**src/rtl/qcrit_pkg.sv**
```systemverilog
// Shared types, field widths and configuration decoding for the
// criticality arbiter. Assumes 26-bit configuration words.
package qcrit_pkg;
    localparam int CFG_W    = 26;
    localparam int STARVE_W = 11;
    localparam int RUN_W    = 4;
    localparam int NQ       = 2;
    localparam int QRD      = 0;
    localparam int QWR      = 1;

    // decoded per-queue settings
    typedef struct packed {
        logic [RUN_W-1:0]    run_len;
        logic [STARVE_W-1:0] max_starve;
        logic [STARVE_W-1:0] min_calm;
    } qcfg_t;

    typedef enum logic [1:0] {
        ST_NORMAL = 2'd0,
        ST_CRIT   = 2'd1,
        ST_CALM   = 2'd2
    } qstate_e;

    // power-up words: every field equals 15
    localparam logic [CFG_W-1:0] RD_CFG_RESET = 26'h03C0780F;
    localparam logic [CFG_W-1:0] WR_CFG_RESET = 26'h0007F80F;

    // read word: run | starve | window
    function automatic qcfg_t unpack_rd(input logic [CFG_W-1:0] w);
        qcfg_t r;
        r.run_len    = w[25:22];
        r.max_starve = w[21:11];
        r.min_calm   = w[10:0];
        return r;
    endfunction

    // write word: starve | run | window
    function automatic qcfg_t unpack_wr(input logic [CFG_W-1:0] w);
        qcfg_t r;
        r.max_starve = w[25:15];
        r.run_len    = w[14:11];
        r.min_calm   = w[10:0];
        return r;
    endfunction
endpackage

```
**src/rtl/qcrit_prescaler.sv**
```systemverilog
// Free-running divider producing a one-cycle tick every 2**DIV_W clocks.
// Assumes the counter restarts from zero on reset; first tick follows
// 2**DIV_W-1 edges after reset release and acts on the next edge.
module qcrit_prescaler #(
    parameter int DIV_W = 5
) (
    input  logic clk,
    input  logic rst_n,
    output logic tick
);
    logic [DIV_W-1:0] cnt;

    // free-running count
    always_ff @(posedge clk) begin
        if (!rst_n) cnt <= '0;
        else        cnt <= cnt + 1'b1;
    end

    assign tick = &cnt;


    tick_spacing_chk: assert property (@(posedge clk) disable iff (!rst_n)
        tick |=> !tick);
endmodule

```
**src/rtl/qcrit_tracker.sv**
```systemverilog
// Criticality tracker for one queue: counts starvation in tick units,
// enters a critical run, then holds a protected non-critical window.
// Assumes PEND_W >= RUN_W and accept is already qualified by this
// queue's grant.
module qcrit_tracker
    import qcrit_pkg::*;
#(
    parameter int PEND_W   = 6,
    parameter int STARVE_W = 11,
    parameter int RUN_W    = 4
) (
    input  logic                clk,
    input  logic                rst_n,
    input  logic                tick,
    input  logic [PEND_W-1:0]   pending,
    input  logic                granted,
    input  logic                accept,
    input  logic [STARVE_W-1:0] max_starve,
    input  logic [STARVE_W-1:0] min_calm,
    input  logic [RUN_W-1:0]    run_len,
    output logic                critical,
    output logic [RUN_W-1:0]    run_left
);
    qstate_e             state;
    logic [STARVE_W-1:0] starve_cnt;
    logic [STARVE_W-1:0] win_cnt;
    logic                starving;
    logic                starve_hit;
    logic [RUN_W-1:0]    run_eff;
    logic [PEND_W-1:0]   run_eff_p;
    logic [RUN_W-1:0]    run_load;

    assign starving   = (pending != '0) && !granted;
    assign starve_hit = tick && starving && (starve_cnt >= max_starve);
    assign run_eff    = (run_len == '0) ? RUN_W'(1) : run_len;
    assign run_eff_p  = PEND_W'(run_eff);
    assign run_load   = (pending < run_eff_p) ? RUN_W'(pending) : run_eff;

    // starvation accumulator, saturating, cleared when served or empty
    always_ff @(posedge clk) begin
        if (!rst_n)                           starve_cnt <= '0;
        else if (!starving)                   starve_cnt <= '0;
        else if (tick && (starve_cnt != '1))  starve_cnt <= starve_cnt + 1'b1;
    end

    // state, run counter and window counter
    always_ff @(posedge clk) begin
        if (!rst_n) begin
            state    <= ST_NORMAL;
            run_left <= '0;
            win_cnt  <= '0;
        end else begin
            case (state)
                ST_NORMAL: begin
                    if (starve_hit) begin
                        state    <= ST_CRIT;
                        run_left <= run_load;
                    end
                end
                ST_CRIT: begin
                    if (pending == '0) begin
                        state    <= ST_CALM;
                        run_left <= '0;
                        win_cnt  <= min_calm;
                    end else if (accept) begin
                        if (run_left == RUN_W'(1)) begin
                            state    <= ST_CALM;
                            run_left <= '0;
                            win_cnt  <= min_calm;
                        end else begin
                            run_left <= run_left - 1'b1;
                        end
                    end
                end
                ST_CALM: begin
                    if (tick) begin
                        if (win_cnt == '0) begin
                            if (starve_hit) begin
                                state    <= ST_CRIT;
                                run_left <= run_load;
                            end else begin
                                state <= ST_NORMAL;
                            end
                        end else begin
                            win_cnt <= win_cnt - 1'b1;
                        end
                    end
                end
                default: begin
                    state    <= ST_NORMAL;
                    run_left <= '0;
                end
            endcase
        end
    end

    assign critical = (state == ST_CRIT);


    run_load_chk: assert property (@(posedge clk) disable iff (!rst_n)
        $rose(critical) |-> (run_left != '0) && (run_left <= run_eff)
                            && (PEND_W'(run_left) <= pending));

    run_idle_chk: assert property (@(posedge clk) disable iff (!rst_n)
        !critical |-> (run_left == '0));

    run_step_chk: assert property (@(posedge clk) disable iff (!rst_n)
        (critical && accept && (run_left > RUN_W'(1)) && (pending != '0))
        |=> critical && (run_left == $past(run_left) - 1'b1));

    empty_exit_chk: assert property (@(posedge clk) disable iff (!rst_n)
        (critical && (pending == '0)) |=> !critical);

    calm_guard_chk: assert property (@(posedge clk) disable iff (!rst_n)
        ((state == ST_CALM) && !(tick && (win_cnt == '0))) |=> !critical);
endmodule

```
**src/rtl/qcrit_select.sv**
```systemverilog
// Two-way grant selector: critical beats non-critical, the earlier
// critical queue keeps the port, otherwise index 0 (read) wins.
// Assumes exactly two queues; crit flags come from the trackers.
module qcrit_select
    import qcrit_pkg::*;
(
    input  logic          clk,
    input  logic          rst_n,
    input  logic [NQ-1:0] crit,
    input  logic [NQ-1:0] pend_nz,
    output logic [NQ-1:0] grant
);
    logic [NQ-1:0] crit_eff;
    logic          senior;   // queue that holds seniority while both critical

    assign crit_eff = crit & pend_nz;

    // seniority: follows a lone critical queue, held while both are critical
    always_ff @(posedge clk) begin
        if (!rst_n)                     senior <= 1'b0;
        else if (crit[0] && !crit[1])   senior <= 1'b0;
        else if (crit[1] && !crit[0])   senior <= 1'b1;
        else if (!crit[0] && !crit[1])  senior <= 1'b0;
    end

    // grant decision
    always_comb begin
        grant = '0;
        if (crit_eff[0] && crit_eff[1])  grant[senior] = 1'b1;
        else if (crit_eff[0])            grant[0] = 1'b1;
        else if (crit_eff[1])            grant[1] = 1'b1;
        else if (pend_nz[0])             grant[0] = 1'b1;
        else if (pend_nz[1])             grant[1] = 1'b1;
    end


    grant_single_chk: assert property (@(posedge clk) disable iff (!rst_n)
        $onehot0(grant));

    grant_work_chk: assert property (@(posedge clk) disable iff (!rst_n)
        (grant & ~pend_nz) == '0);

    crit_wins_chk: assert property (@(posedge clk) disable iff (!rst_n)
        (crit_eff[1] && !crit_eff[0]) |-> grant[1]);

    senior_keep_chk: assert property (@(posedge clk) disable iff (!rst_n)
        (crit_eff[0] && crit_eff[1] && $past(crit[1]) && !$past(crit[0]))
        |-> grant[1]);
endmodule

```
**src/rtl/qcrit_arbiter.sv**
```systemverilog
// Top: read/write command-port arbiter with starvation-driven
// criticality. Assumes pending counts and cmd_accept are synchronous
// to clk and cmd_accept refers to the grant shown in the same cycle.
module qcrit_arbiter
    import qcrit_pkg::*;
#(
    parameter int PEND_W = 6,
    parameter int DIV_W  = 5
) (
    input  logic              clk,
    input  logic              rst_n,
    input  logic [PEND_W-1:0] rd_pending,
    input  logic [PEND_W-1:0] wr_pending,
    input  logic              cmd_accept,
    input  logic [CFG_W-1:0]  rd_cfg,
    input  logic [CFG_W-1:0]  wr_cfg,
    output logic              rd_grant,
    output logic              wr_grant,
    output logic              rd_critical,
    output logic              wr_critical,
    output logic [RUN_W-1:0]  rd_run,
    output logic [RUN_W-1:0]  wr_run
);
    logic              tick;
    logic [PEND_W-1:0] pend [NQ];
    qcfg_t             cfg  [NQ];
    logic [RUN_W-1:0]  run  [NQ];
    logic [NQ-1:0]     crit;
    logic [NQ-1:0]     grant;
    logic [NQ-1:0]     pend_nz;

    assign pend[QRD] = rd_pending;
    assign pend[QWR] = wr_pending;
    assign cfg[QRD]  = unpack_rd(rd_cfg);
    assign cfg[QWR]  = unpack_wr(wr_cfg);

    qcrit_prescaler #(.DIV_W(DIV_W)) u_pre (
        .clk   (clk),
        .rst_n (rst_n),
        .tick  (tick)
    );

    for (genvar q = 0; q < NQ; q++) begin : g_q
        assign pend_nz[q] = (pend[q] != '0);

        qcrit_tracker #(
            .PEND_W   (PEND_W),
            .STARVE_W (STARVE_W),
            .RUN_W    (RUN_W)
        ) u_trk (
            .clk        (clk),
            .rst_n      (rst_n),
            .tick       (tick),
            .pending    (pend[q]),
            .granted    (grant[q]),
            .accept     (cmd_accept & grant[q]),
            .max_starve (cfg[q].max_starve),
            .min_calm   (cfg[q].min_calm),
            .run_len    (cfg[q].run_len),
            .critical   (crit[q]),
            .run_left   (run[q])
        );
    end

    qcrit_select u_sel (
        .clk     (clk),
        .rst_n   (rst_n),
        .crit    (crit),
        .pend_nz (pend_nz),
        .grant   (grant)
    );

    assign rd_grant    = grant[QRD];
    assign wr_grant    = grant[QWR];
    assign rd_critical = crit[QRD];
    assign wr_critical = crit[QWR];
    assign rd_run      = run[QRD];
    assign wr_run      = run[QWR];
endmodule

```
**config.mk**
```make
export PLATFORM = sky130hd
export DESIGN_NAME = qcrit_arbiter
export DESIGN_NICKNAME = d
export VERILOG_FILES = /design/src/rtl/qcrit_pkg.sv /design/src/rtl/qcrit_prescaler.sv /design/src/rtl/qcrit_tracker.sv /design/src/rtl/qcrit_select.sv /design/src/rtl/qcrit_arbiter.sv
export SDC_FILE = /design/constraint.sdc
export NUM_CORES = 1
export LEC_CHECK = 0
export BUFFER_PORTS_ARGS = -buffer_cell sky130_fd_sc_hd__clkbuf_2
export CORE_MARGIN = 4
export CORE_UTILIZATION = 57
export DETAILED_ROUTE_END_ITERATION = 8
export PLACE_DENSITY = 0.92
export SLEW_MARGIN = 20
export SYNTH_ARGS = -nofsm -noshare
export SYNTH_HDL_FRONTEND = slang
export SYNTH_SLANG_ARGS = --single-unit
```
**constraint.sdc**
```tcl
create_clock -name clk -period 3.1 [get_ports clk]
set_clock_uncertainty 0.1 [all_clocks]
set_input_delay 0.775 -clock clk [delete_from_list [all_inputs] [get_ports clk]]
set_output_delay 0.775 -clock clk [all_outputs]
set_load 0.02 [all_outputs]
```
==> flow_summary_export.csv, run 1 <==
group,metric,value,unit
outcome,outcome,"completed",
routing,drtAntennaViolNets,0,
clock_tree,cts_inserted_buffers,9,
routing,vias,4436,
final_layout,mostFrequentLayoutCells,"clkbuf_2 (78), dfxtp_1 (62), nor2_1 (55)",
floorplan,initial_core_util,58.3,%
power,p_switching,0.000407,W
floorplan,die_h,96.9,µm
clock_tree,h-tree-depth,3,
placed_design,post-place-ws,0.144,ns
routing,via_per_inst,6.03,
global_routing,grt_overflow_total,0,
hold_path,hold_end,"u_pre.cnt[0]",
power,leakage,2.30,nW
worst_setup_path,crit_fanout,4,
final_layout,finish.instance_area,5130,µm²
logic_synthesis,yosysUniqueCellTypes,71,
clock_tree,postCtsHoldBufs,0,
power,clkPwrFrac,44.0,%
timing,timing.fmax,0.338,GHz
global_routing,grt_pass1_vias,4220,
floorplan,core,7730,µm²
clock_tree,cts_buffer_depth,2,
final_layout,diodes,0,
worst_setup_path,critPathLaunchType,"input port",
clock_tree,root_buffer,"clkbuf_8",
clock_tree,cts_num_sinks,62,
final_layout,fillers,621,
worst_setup_path,reg2reg_from,"g_q[0].u_trk.win_cnt[0]",
worst_setup_path,reg2reg_depth,8,
logic_synthesis,syn-instance-count,558,
logic_synthesis,synth_top_family_by_area,"simple AND/OR/NAND/NOR gates",
hold_path,min-delay-start,"u_pre.cnt[0]",
final_layout,layout-drive-gt1-share,21.5,%
timing,hold_viol,0,
clock_tree,post_cts_buffers,0,
power,p_seq_share,46.8,%
global_routing,grt_use_total,23.1,%
logic_synthesis,ys_ff_latch,62,
logic_synthesis,ys.warnings.count,0,
placed_design,postPlaceCellArea,4920,µm²
power,power.switching_fraction,23.7,%
timing,slew_viol_final,0,
logic_synthesis,muxShareOfSynthArea,2.69,%
timing,slew_headroom,48.3,%
timing,period_needed,2.96,ns
logic_synthesis,yosys.area_share.adder,12.2,%
timing,rsz0062_at_grt,"false",
final_layout,nNetsFinal,741,
clock_tree,post_cts_resized,0,
global_routing,antenna_found_initial,0,
global_routing,grt_max_degree,25,
global_routing,grt_first_pass_wirelength,18500,µm
hold_path,hp-class,"reg2reg",
logic_synthesis,synth_edf_count,0,
floorplan,die_area,9390,µm²
routing,first_pass_iters,8,
final_layout,area_growth,13.7,%
timing,tightest_slew,0.775,ns
logic_synthesis,synthFlopType,"dfxtp_1",
hold_path,whs_path_depth,1,
timing,setup_ws,0.138,ns
power,p_int,0.00131,W
routing,drc,0,
logic_synthesis,netlist_area,4510,µm²
floorplan,rows,32,
worst_setup_path,path_class,"in2out",
placed_design,globalplace.congestion,0.895,
logic_synthesis,yosysSeqAreaShare,27.5,%
worst_setup_path,worst_setup_path_end_kind,"output pin",
logic_synthesis,synthXorXnorAreaFrac,3.89,%
worst_setup_path,cp-startpoint,"rd_pending[0]",
logic_synthesis,yosys.area_share.simple,23.8,%
routing,dr.first_iter.drc_count,278,
clock_tree,clkLatencyLatePin,0.34,ns
logic_synthesis,synthesis.nets,669,
worst_setup_path,r2r_slack,0.54,ns
floorplan,io_pins,79,
timing,post-route-period-util,95.5,%
job,drv_cap,0,
worst_setup_path,cp.required,2.22,ns
routing,drt_wl_total,11100,µm
timing,finalSetupTns,0,ns
clock_tree,cts_tree,"yes",
logic_synthesis,postSynth.asyncResetShare,0,%
power,ir_drop,0.000203,V
logic_synthesis,synth_compound_area_share,23.2,%
placed_design,portBuffers,78,
logic_synthesis,syn_avg_cell_area,8.08,µm²
timing,setup-violations-final,0,
clock_tree,clkSlewWorstSetupHoldPaths,0.07,ns
floorplan,chipWidth,96.9,µm
placed_design,dp_hpwl,8410,µm
power,power_frac_comb,9.2,%
routing,wl_per_cell,15.1,µm
worst_setup_path,cp.arrival,2.09,ns
final_layout,final_common_cell,"clkbuf_2",
worst_setup_path,r2r-end,"g_q[0].u_trk.win_cnt[8]",
power,power.density,334,nW/µm²
[how the worst max path moves through the flow]
stage | endpoint | slack [ns] | cells after the start
global route | wr_grant | 0.09 | 5
global placement | wr_grant | 0.16 | 5
floorplan | wr_grant | 0.30 | 3
detailed placement | wr_grant | 0.14 | 5
finish | wr_grant | 0.14 | 5
CTS | wr_grant | 0.14 | 5
[state kept, by name (all words and copies together), names as in the netlist]
register / flops
g_q.u_trk.state: 4
g_q.u_trk.run_left: 8
g_q.u_trk.win_cnt: 22
g_q.u_trk.starve_cnt: 22
u_pre.cnt: 5
u_sel.senior: 1
[cell families after synthesis]
logic type      after synthesis
compound gates              148
xor+xnor                     20
fa+ha+maj                    44
buf+inv                      64
flops                        62
mux                          12
simple gates                208
[stage by stage]
step	instances	hold slack, ns	power (W)	utilization (%)
after floorplan	558	0.318	0.000910	-
after global placement	721	0.329	0.000968	63.6
after detailed placement	721	0.362	0.000977	63.6
after CTS	736	0.387	0.00172	66.3
after global routing	736	0.412	0.00177	66.3
final	736	0.388	0.00171	66.3
[power by group through the flow]
stage          combinational, W  sequential, W  clock, W
2_1_floorplan         0.0000904       0.000819         0
3_3_place_gp           0.000148       0.000820         0
3_5_place_dp           0.000156       0.000820         0
4_1_cts                0.000158       0.000802  0.000758
5_1_grt                0.000180       0.000802  0.000786
6_report               0.000158       0.000803  0.000753
[layout make-up]
class / count / area [µm²] / share of cell area (%)
clock buffer: 12 / 165 / 3.22
clock inverter: 3 / 42.5 / 0.830
inverter: 42 / 158 / 3.08
multi-input combinational: 432 / 2960 / 57.8
sequential: 62 / 1240 / 24.2
tap: 102 / 128 / 2.49
timing repair buffer: 83 / 428 / 8.35
[critical path, cell delays in order]
cell and delay, ns:
clkbuf_2 0.11, or4_4 0.58, or2_4 0.27, a21oi_1 0.15, clkbuf_2 0.19
[synth_stat cells, drive strengths merged, types with 4 or more instances]
library cell,count,area share [%]
a211oi,7,1.3
a21boi,7,1.2
a21oi,32,3.6
a31o,10,1.9
a31oi,4,0.56
and2,6,0.86
and3,10,1.4
and4,5,1.0
buf,5,0.67
clkbuf,17,2.5
dfxtp,62,28
ha,44,12
inv,42,3.5
mux2i,11,2.4
nand2,44,3.7
nand2b,7,0.97
nand3,17,1.9
nand4,13,1.8
nor2,55,4.6
nor2b,9,1.2
nor3,13,1.4
nor4,5,0.69
o21a,6,1.0
o21ai,37,4.4
o22a,4,0.78
o2bb2ai,6,1.2
o31ai,7,1.2
o41ai,5,1.6
or2,7,1.0
or3,5,0.72
or4,5,1.1
xnor2,7,1.4
xor2,13,2.5
[per-layer routing]
metal	routed length, µm	global-route usage (%)	up-vias
li1	-	-	2165
met4	242	9.83	0
met5	0	0	-
met2	5510	40.8	145
met1	4770	27.2	2096
met3	575	4.40	30
Power figures use the tool's default switching activity.
==> run 2, diff against run 1 <==
==> constraint.sdc (replaced) <==
create_clock -name clk -period 3.1 [get_ports clk]
set_clock_uncertainty 0.1 [all_clocks]
set_input_delay 0.155 -clock clk [delete_from_list [all_inputs] [get_ports clk]]
set_output_delay 0.155 -clock clk [all_outputs]
set_load 0.02 [all_outputs]
==> run 2 against run 1 <==
Compared with the run above:
- largest power group unchanged
- routed wire length down 1.6%
- sequential cell count unchanged
- sequential power about the same
- register-to-register slack worse by 0.05 ns
==> flow_summary_export.csv, run 2 (synthesis gave the netlist of run 1 again) <==
group,metric,value,unit
final_layout,finish.instance_area,5110,µm²
clock_tree,postCtsHoldBufs,1,
clock_tree,h-tree-depth,3,
timing,period_needed,2.61,ns
routing,drt_wl_total,10900,µm
global_routing,grt_overflow_total,0,
timing,hold_ws,0.0360,ns
clock_tree,cts_inserted_buffers,9,
hold_path,min-delay-start,"wr_cfg[1]",
floorplan,die_area,9390,µm²
global_routing,grt_pass1_vias,4241,
hold_path,whs_path_depth,3,
power,power.density,324,nW/µm²
global_routing,grt.met1_usage,26.1,%
global_routing,grt_first_pass_wirelength,18300,µm
final_layout,stdcell_count,736,
placed_design,dp_hpwl,8350,µm
global_routing,antenna_found_initial,0,
outcome,outcome,"completed",
worst_setup_path,crit_fanout,19,
routing,via_per_inst,5.91,
routing,vias,4353,
worst_setup_path,r2r-end,"g_q[1].u_trk.win_cnt[0]",
routing,dr.first_iter.drc_count,282,
timing,hold_viol,0,
global_routing,grt_util_met2,41.1,%
timing,slew_headroom,48.1,%
timing,rsz0062_at_grt,"false",
final_layout,mostFrequentLayoutCells,"clkbuf_2 (78), dfxtp_1 (62), nor2_1 (55)",
clock_tree,post_cts_buffers,0,
clock_tree,clkSlewWorstSetupHoldPaths,0.07,ns
floorplan,chipWidth,96.9,µm
worst_setup_path,cp.required,3.23,ns
timing,timing.fmax,0.383,GHz
timing,tightest_slew,0.778,ns
job,drv_cap,0,
final_layout,largestRegisters,"g_q.u_trk.starve_cnt x22, g_q.u_trk.win_cnt x22, g_q.u_trk.run_left x8",
worst_setup_path,cp.arrival,2.74,ns
clock_tree,root_buffer,"clkbuf_8",
worst_setup_path,worst_setup_path_end_kind,"flop",
clock_tree,post_cts_resized,0,
hold_path,hp-class,"in2reg",
routing,first_pass_iters,5,
clock_tree,cts_buffer_depth,2,
final_layout,layout-drive-gt1-share,21.1,%
global_routing,grt_max_degree,37,
worst_setup_path,path_class,"reg2reg",
worst_setup_path,reg2reg_depth,9,
floorplan,rows,32,
floorplan,die_h,96.9,µm
placed_design,postPlaceCellArea,4910,µm²
clock_tree,cts_tree,"yes",
placed_design,dp.cells,720,
global_routing,met3_usage,5.77,%
hold_path,hold_end,"g_q[1].u_trk.win_cnt[1]",
clock_tree,clkLatencyLatePin,0.34,ns
timing,post-route-period-util,84.2,%
global_routing,grt_use_total,22.8,%
routing,wl_per_cell,14.8,µm
floorplan,initial_core_util,58.3,%
power,ir_drop,0.000237,V
global_routing,top_usage_layer,"met2",
worst_setup_path,critPathLaunchType,"flop",
floorplan,io_pins,79,
power,leakage,2.29,nW
routing,drc,0,
placed_design,globalplace.congestion,0.956,
clock_tree,cts_num_sinks,62,
floorplan,core,7730,µm²
placed_design,portBuffers,78,
final_layout,nNetsFinal,741,
final_layout,area_growth,13.4,%
worst_setup_path,r2r_slack,0.49,ns
routing,drtAntennaViolNets,0,
timing,slew_viol_final,0,
final_layout,diodes,0,
final_layout,final_common_cell,"clkbuf_2",
timing,finalSetupTns,0,ns
worst_setup_path,reg2reg_from,"g_q[0].u_trk.state[1]",
timing,setup-violations-final,0,
run 2: worst max path at each step:
stage / startpoint / to / slack, ns / cells past startpoint
global placement: wr_pending[0] / g_q[1].u_trk.win_cnt[0] / 0.65 / 8
floorplan: g_q[0].u_trk.win_cnt[0] / g_q[0].u_trk.run_left[2] / 0.79 / 8
detailed placement: wr_pending[0] / g_q[1].u_trk.win_cnt[0] / 0.57 / 8
finish: g_q[0].u_trk.state[1] / g_q[1].u_trk.win_cnt[0] / 0.49 / 9
global route: g_q[0].u_trk.state[1] / g_q[1].u_trk.win_cnt[0] / 0.31 / 9
CTS: g_q[0].u_trk.state[1] / g_q[1].u_trk.win_cnt[0] / 0.54 / 9
run 2: per-stage QoR:
| stage | utilization, % | setup WS, ns | power [W] |
|---|---|---|---|
| 6_report | 66.1 | 0.489 | 0.00166 |
| 5_1_grt | 66.1 | 0.308 | 0.00173 |
| 4_1_cts | 66.1 | 0.540 | 0.00167 |
| 3_5_place_dp | 63.6 | 0.571 | 0.000975 |
| 3_3_place_gp | 63.6 | 0.648 | 0.000966 |
| 2_1_floorplan | - | 0.787 | 0.000910 |
run 2: routing by layer:
layer | vias up | routed length, µm
met5 | - | 0
met4 | 0 | 148
met3 | 15 | 628
met2 | 135 | 5570
met1 | 2032 | 4580
li1 | 2171 | -
run 2: final cells by class:
type                            count  area (µm²)
Clock buffer                       11         141
Clock inverter                      4        47.5
Fill cell                         649        2620
Inverter                           42         158
Multi-Input combinational cell    432        2960
Sequential cell                    62        1240
Tap cell                          102         128
Timing Repair Buffer               83         430
run 2: worst max-delay path, cell delays in order (launching register included):
cell	delay (ns)
dfxtp_1	0.40
inv_1	0.10
ha_1	0.26
nor2b_1	0.18
o21ai_1	0.11
a31oi_1	0.17
a21oi_2	0.58
buf_4	0.25
o21ai_1	0.07
a221oi_1	0.29
run 2: power by group:
| part | switching, W | internal, W | leakage (nW) |
|---|---|---|---|
| sequential | 0.00000252 | 0.000800 | 0.500 |
| clock | 0.000313 | 0.000386 | 0.0952 |
| combinational | 0.0000813 | 0.0000754 | 1.69 |
| total | 0.000396 | 0.00126 | 2.29 |
==> run 3, diff against run 2 <==
- ABC_AREA: unset -> 1
- CORE_UTILIZATION: 57 -> 52
- PLACE_DENSITY: 0.92 -> 0.89
- clock period: 3.1 -> 2.4 ns (I/O delays scaled with it)
==> run 3 against run 2 <==
Compared with the run above:
- utilization shrank 3.6 points
- count of clock-buffer cells in the layout shrank 1
- final cell count up 25%
- first-iteration DRC count down 29%
- synthesized cell count rose by 29%
- non-clock buffer count up 8
- critical endpoint is now g_q[0].u_trk.win_cnt[2]
- largest power group is now combinational cells
- hold slack lost 0.019 ns
- largest cell class unchanged
==> flow_summary_export.csv, run 3 <==
group,metric,value,unit
logic_synthesis,netlist_area,4670,µm²
worst_setup_path,r2r-end,"g_q[0].u_trk.win_cnt[2]",
hold_path,hold_end,"g_q[1].u_trk.win_cnt[1]",
power,ir_drop,0.000373,V
routing,dr.first_iter.drc_count,201,
logic_synthesis,yosysTopAreaCellShare,26.6,%
logic_synthesis,synthesis.nets,830,
clock_tree,post_cts_buffers,0,
logic_synthesis,synthFlopType,"dfxtp_1",
power,p_switching,0.00144,W
timing,finalSetupTns,0,ns
logic_synthesis,synth_edf_count,0,
hold_path,whs_path_depth,4,
worst_setup_path,cp.required,2.57,ns
logic_synthesis,synth.most_common_cell,"nand2_1",
clock_tree,cts_num_sinks,62,
logic_synthesis,postSynth.asyncResetShare,0,%
timing,setup-violations-final,0,
floorplan,rows,34,
logic_synthesis,synthTopCellsByCount,"nand2_1 (174), inv_1 (124), nor2_1 (63), dfxtp_1 (62), a21oi_1 (55)",
worst_setup_path,crit_fanout,11,
hold_path,min-delay-start,"wr_cfg[1]",
global_routing,grt_max_degree,24,
clock_tree,root_buffer,"clkbuf_8",
power,clkPwrFrac,25.9,%
logic_synthesis,yosysSeqAreaShare,26.6,%
job,drv_cap,0,
power,power.density,657,nW/µm²
routing,via_per_inst,5.01,
logic_synthesis,ys_ff_latch,62,
floorplan,core,8720,µm²
placed_design,dp.cells,896,
routing,vias,4614,
final_layout,largestRegisters,"g_q.u_trk.starve_cnt x22, g_q.u_trk.win_cnt x22, g_q.u_trk.run_left x8",
routing,wl_per_cell,11.4,µm
timing,slew_viol_final,0,
worst_setup_path,reg2reg_depth,12,
floorplan,initial_core_util,53.5,%
floorplan,io_pins,79,
final_layout,layout-drive-gt1-share,17.6,%
final_layout,final_common_cell,"nand2_1",
clock_tree,cts_tree,"yes",
timing,hold_viol,0,
floorplan,die_h,103,µm
outcome,outcome,"completed",
routing,drt_wl_total,10500,µm
placed_design,globalplace.congestion,0.843,
timing,timing.fmax,0.451,GHz
clock_tree,clkLatencyLatePin,0.34,ns
floorplan,chipWidth,103,µm
routing,drtAntennaViolNets,0,
power,leakage,2.76,nW
worst_setup_path,reg2reg_from,"g_q[0].u_trk.state[1]",
worst_setup_path,cp.arrival,2.39,ns
logic_synthesis,yosysTopAreaCell,"dfxtp_1",
global_routing,grt_overflow_total,0,
timing,rsz0062_at_grt,"false",
worst_setup_path,path_class,"reg2reg",
final_layout,mostFrequentLayoutCells,"nand2_1 (174), inv_1 (124), clkbuf_2 (78)",
power,p_seq_share,33.9,%
final_layout,finish.instance_area,5450,µm²
routing,drc,0,
worst_setup_path,worst_setup_path_end_kind,"flop",
final_layout,diodes,0,
power,power.switching_fraction,40.3,%
power,p_int,0.00214,W
timing,tightest_slew,0.459,ns
logic_synthesis,syn_avg_cell_area,6.49,µm²
clock_tree,h-tree-depth,3,
clock_tree,cts_inserted_buffers,9,
final_layout,stdcell_count,921,
power,power_frac_comb,40.3,%
timing,slew_headroom,69.4,%
timing,hold_ws,0.0171,ns
final_layout,area_growth,16.7,%
logic_synthesis,ys.warnings.count,0,
global_routing,antenna_found_initial,0,
routing,first_pass_iters,5,
timing,period_needed,2.22,ns
placed_design,postPlaceCellArea,5160,µm²
global_routing,grt_use_total,20.6,%
clock_tree,clkSlewWorstSetupHoldPaths,0.07,ns
logic_synthesis,yosysUniqueCellTypes,43,
floorplan,die_area,10600,µm²
hold_path,hp-class,"in2reg",
global_routing,grt_pass1_vias,4132,
clock_tree,cts_buffer_depth,2,
final_layout,nNetsFinal,919,
logic_synthesis,synthTopCellsByArea,"dfxtp_1 (27%), nand2_1 (14%), ha_1 (12%), inv_1 (10%), a21oi_1 (5.9%)",
placed_design,dp_hpwl,8130,µm
placed_design,portBuffers,78,
global_routing,grt_first_pass_wirelength,17700,µm
worst_setup_path,r2r_slack,0.18,ns
timing,post-route-period-util,92.3,%
logic_synthesis,syn-instance-count,719,
worst_setup_path,critPathLaunchType,"flop",
[run 3: cell types whose count changed after synthesis, moves of 8 or more]
cell and delta:
nand3_1 +21, nor2b_1 -9, o21ai_0 +12, nand2_2 +9, nand2_1 +130, mux2i_1 -11
a31o_2 -10, inv_1 +82, nor3_1 -8, a21oi_1 +24, and3_1 -8, nor2_1 +8
[run 3: per-layer routing]
| layer | track usage, % | wire length (µm) | part of all wire [%] |
|---|---|---|---|
| met1 | 25.9 | 4820 | 46 |
| met2 | 35.1 | 4880 | 47 |
| met3 | 4.87 | 614 | 5.9 |
| met4 | 6.47 | 155 | 1.5 |
| met5 | 0 | 0 | 0 |
[run 3: power groups by stage]
stage,logic [W],registers [W],clock network (W)
6_report,0.00144,0.00121,0.000926
4_1_cts,0.00144,0.00121,0.000946
2_1_floorplan,0.00109,0.00124,0
3_3_place_gp,0.00139,0.00123,0
3_5_place_dp,0.00142,0.00123,0
5_1_grt,0.00164,0.00122,0.000989
[run 3: worst max-delay path, stage by stage, from the launching register on]
cell and delay (ns):
dfxtp_1 0.35, inv_1 0.13, ha_2 0.26, inv_1 0.08, or2_0 0.21, nand3_2 0.12, nand2_2 0.06, nand2_2 0.08
nand3_2 0.10, nor2_4 0.21, buf_4 0.21, o21ai_0 0.08, a21oi_1 0.14
[run 3: how the worst max path moves through the flow]
| stage | start | to | slack (ns) | cells past startpoint |
|---|---|---|---|---|
| 2_1_floorplan | g_q[0].u_trk.state[1] | g_q[0].u_trk.win_cnt[5] | 0.38 | 13 |
| 3_5_place_dp | u_pre.cnt[0] | g_q[1].u_trk.win_cnt[7] | 0.14 | 9 |
| 5_1_grt | u_pre.cnt[0] | g_q[1].u_trk.win_cnt[7] | 0.02 | 9 |
| 4_1_cts | u_pre.cnt[0] | g_q[1].u_trk.win_cnt[7] | 0.11 | 9 |
| 3_3_place_gp | g_q[0].u_trk.state[1] | g_q[0].u_trk.win_cnt[5] | 0.22 | 13 |
| 6_report | g_q[0].u_trk.state[1] | g_q[0].u_trk.win_cnt[2] | 0.18 | 12 |
[run 3: area by class of cell]
| class | count | area (µm²) |
|---|---|---|
| Multi-Input combinational cell | 515 | 2880 |
| Timing Repair Buffer | 91 | 510 |
| Clock buffer | 10 | 138 |
| Sequential cell | 62 | 1240 |
| Clock inverter | 6 | 61.3 |
| Inverter | 129 | 484 |
| Fill cell | 780 | 3270 |
| Tap cell | 108 | 135 |
[run 3: logic make-up (layout without fill, tap and decap cells)]
kind of cell	count (synthesis)	in the layout	synth area share [%]
DFF	62	62	26.6
adders and majority gates	44	44	11.8
buffers and inverters	142	236	11.8
and+or+nand+nor	329	329	31.6
AOI/OAI and AO/OA	129	129	15.7
xor gates and xnor gates	13	13	2.44
[run 3: what timing repair did]
action                                  in CTS  in global routing
hold buffers                                 9                  0
hold endpoints to repair                     9                  0
resized for setup                            0                  3
endpoints found under the setup margin       0                 26
[run 3: through the flow]
| step | worst slack, ns | total power (W) | util (%) |
|---|---|---|---|
| after floorplan | 0.375 | 0.00232 | - |
| after global placement | 0.220 | 0.00262 | 59.1 |
| after detailed placement | 0.137 | 0.00265 | 59.1 |
| after CTS | 0.114 | 0.00359 | 62.4 |
| after global routing | 0.0219 | 0.00385 | 62.5 |
| final | 0.184 | 0.00358 | 62.5 |
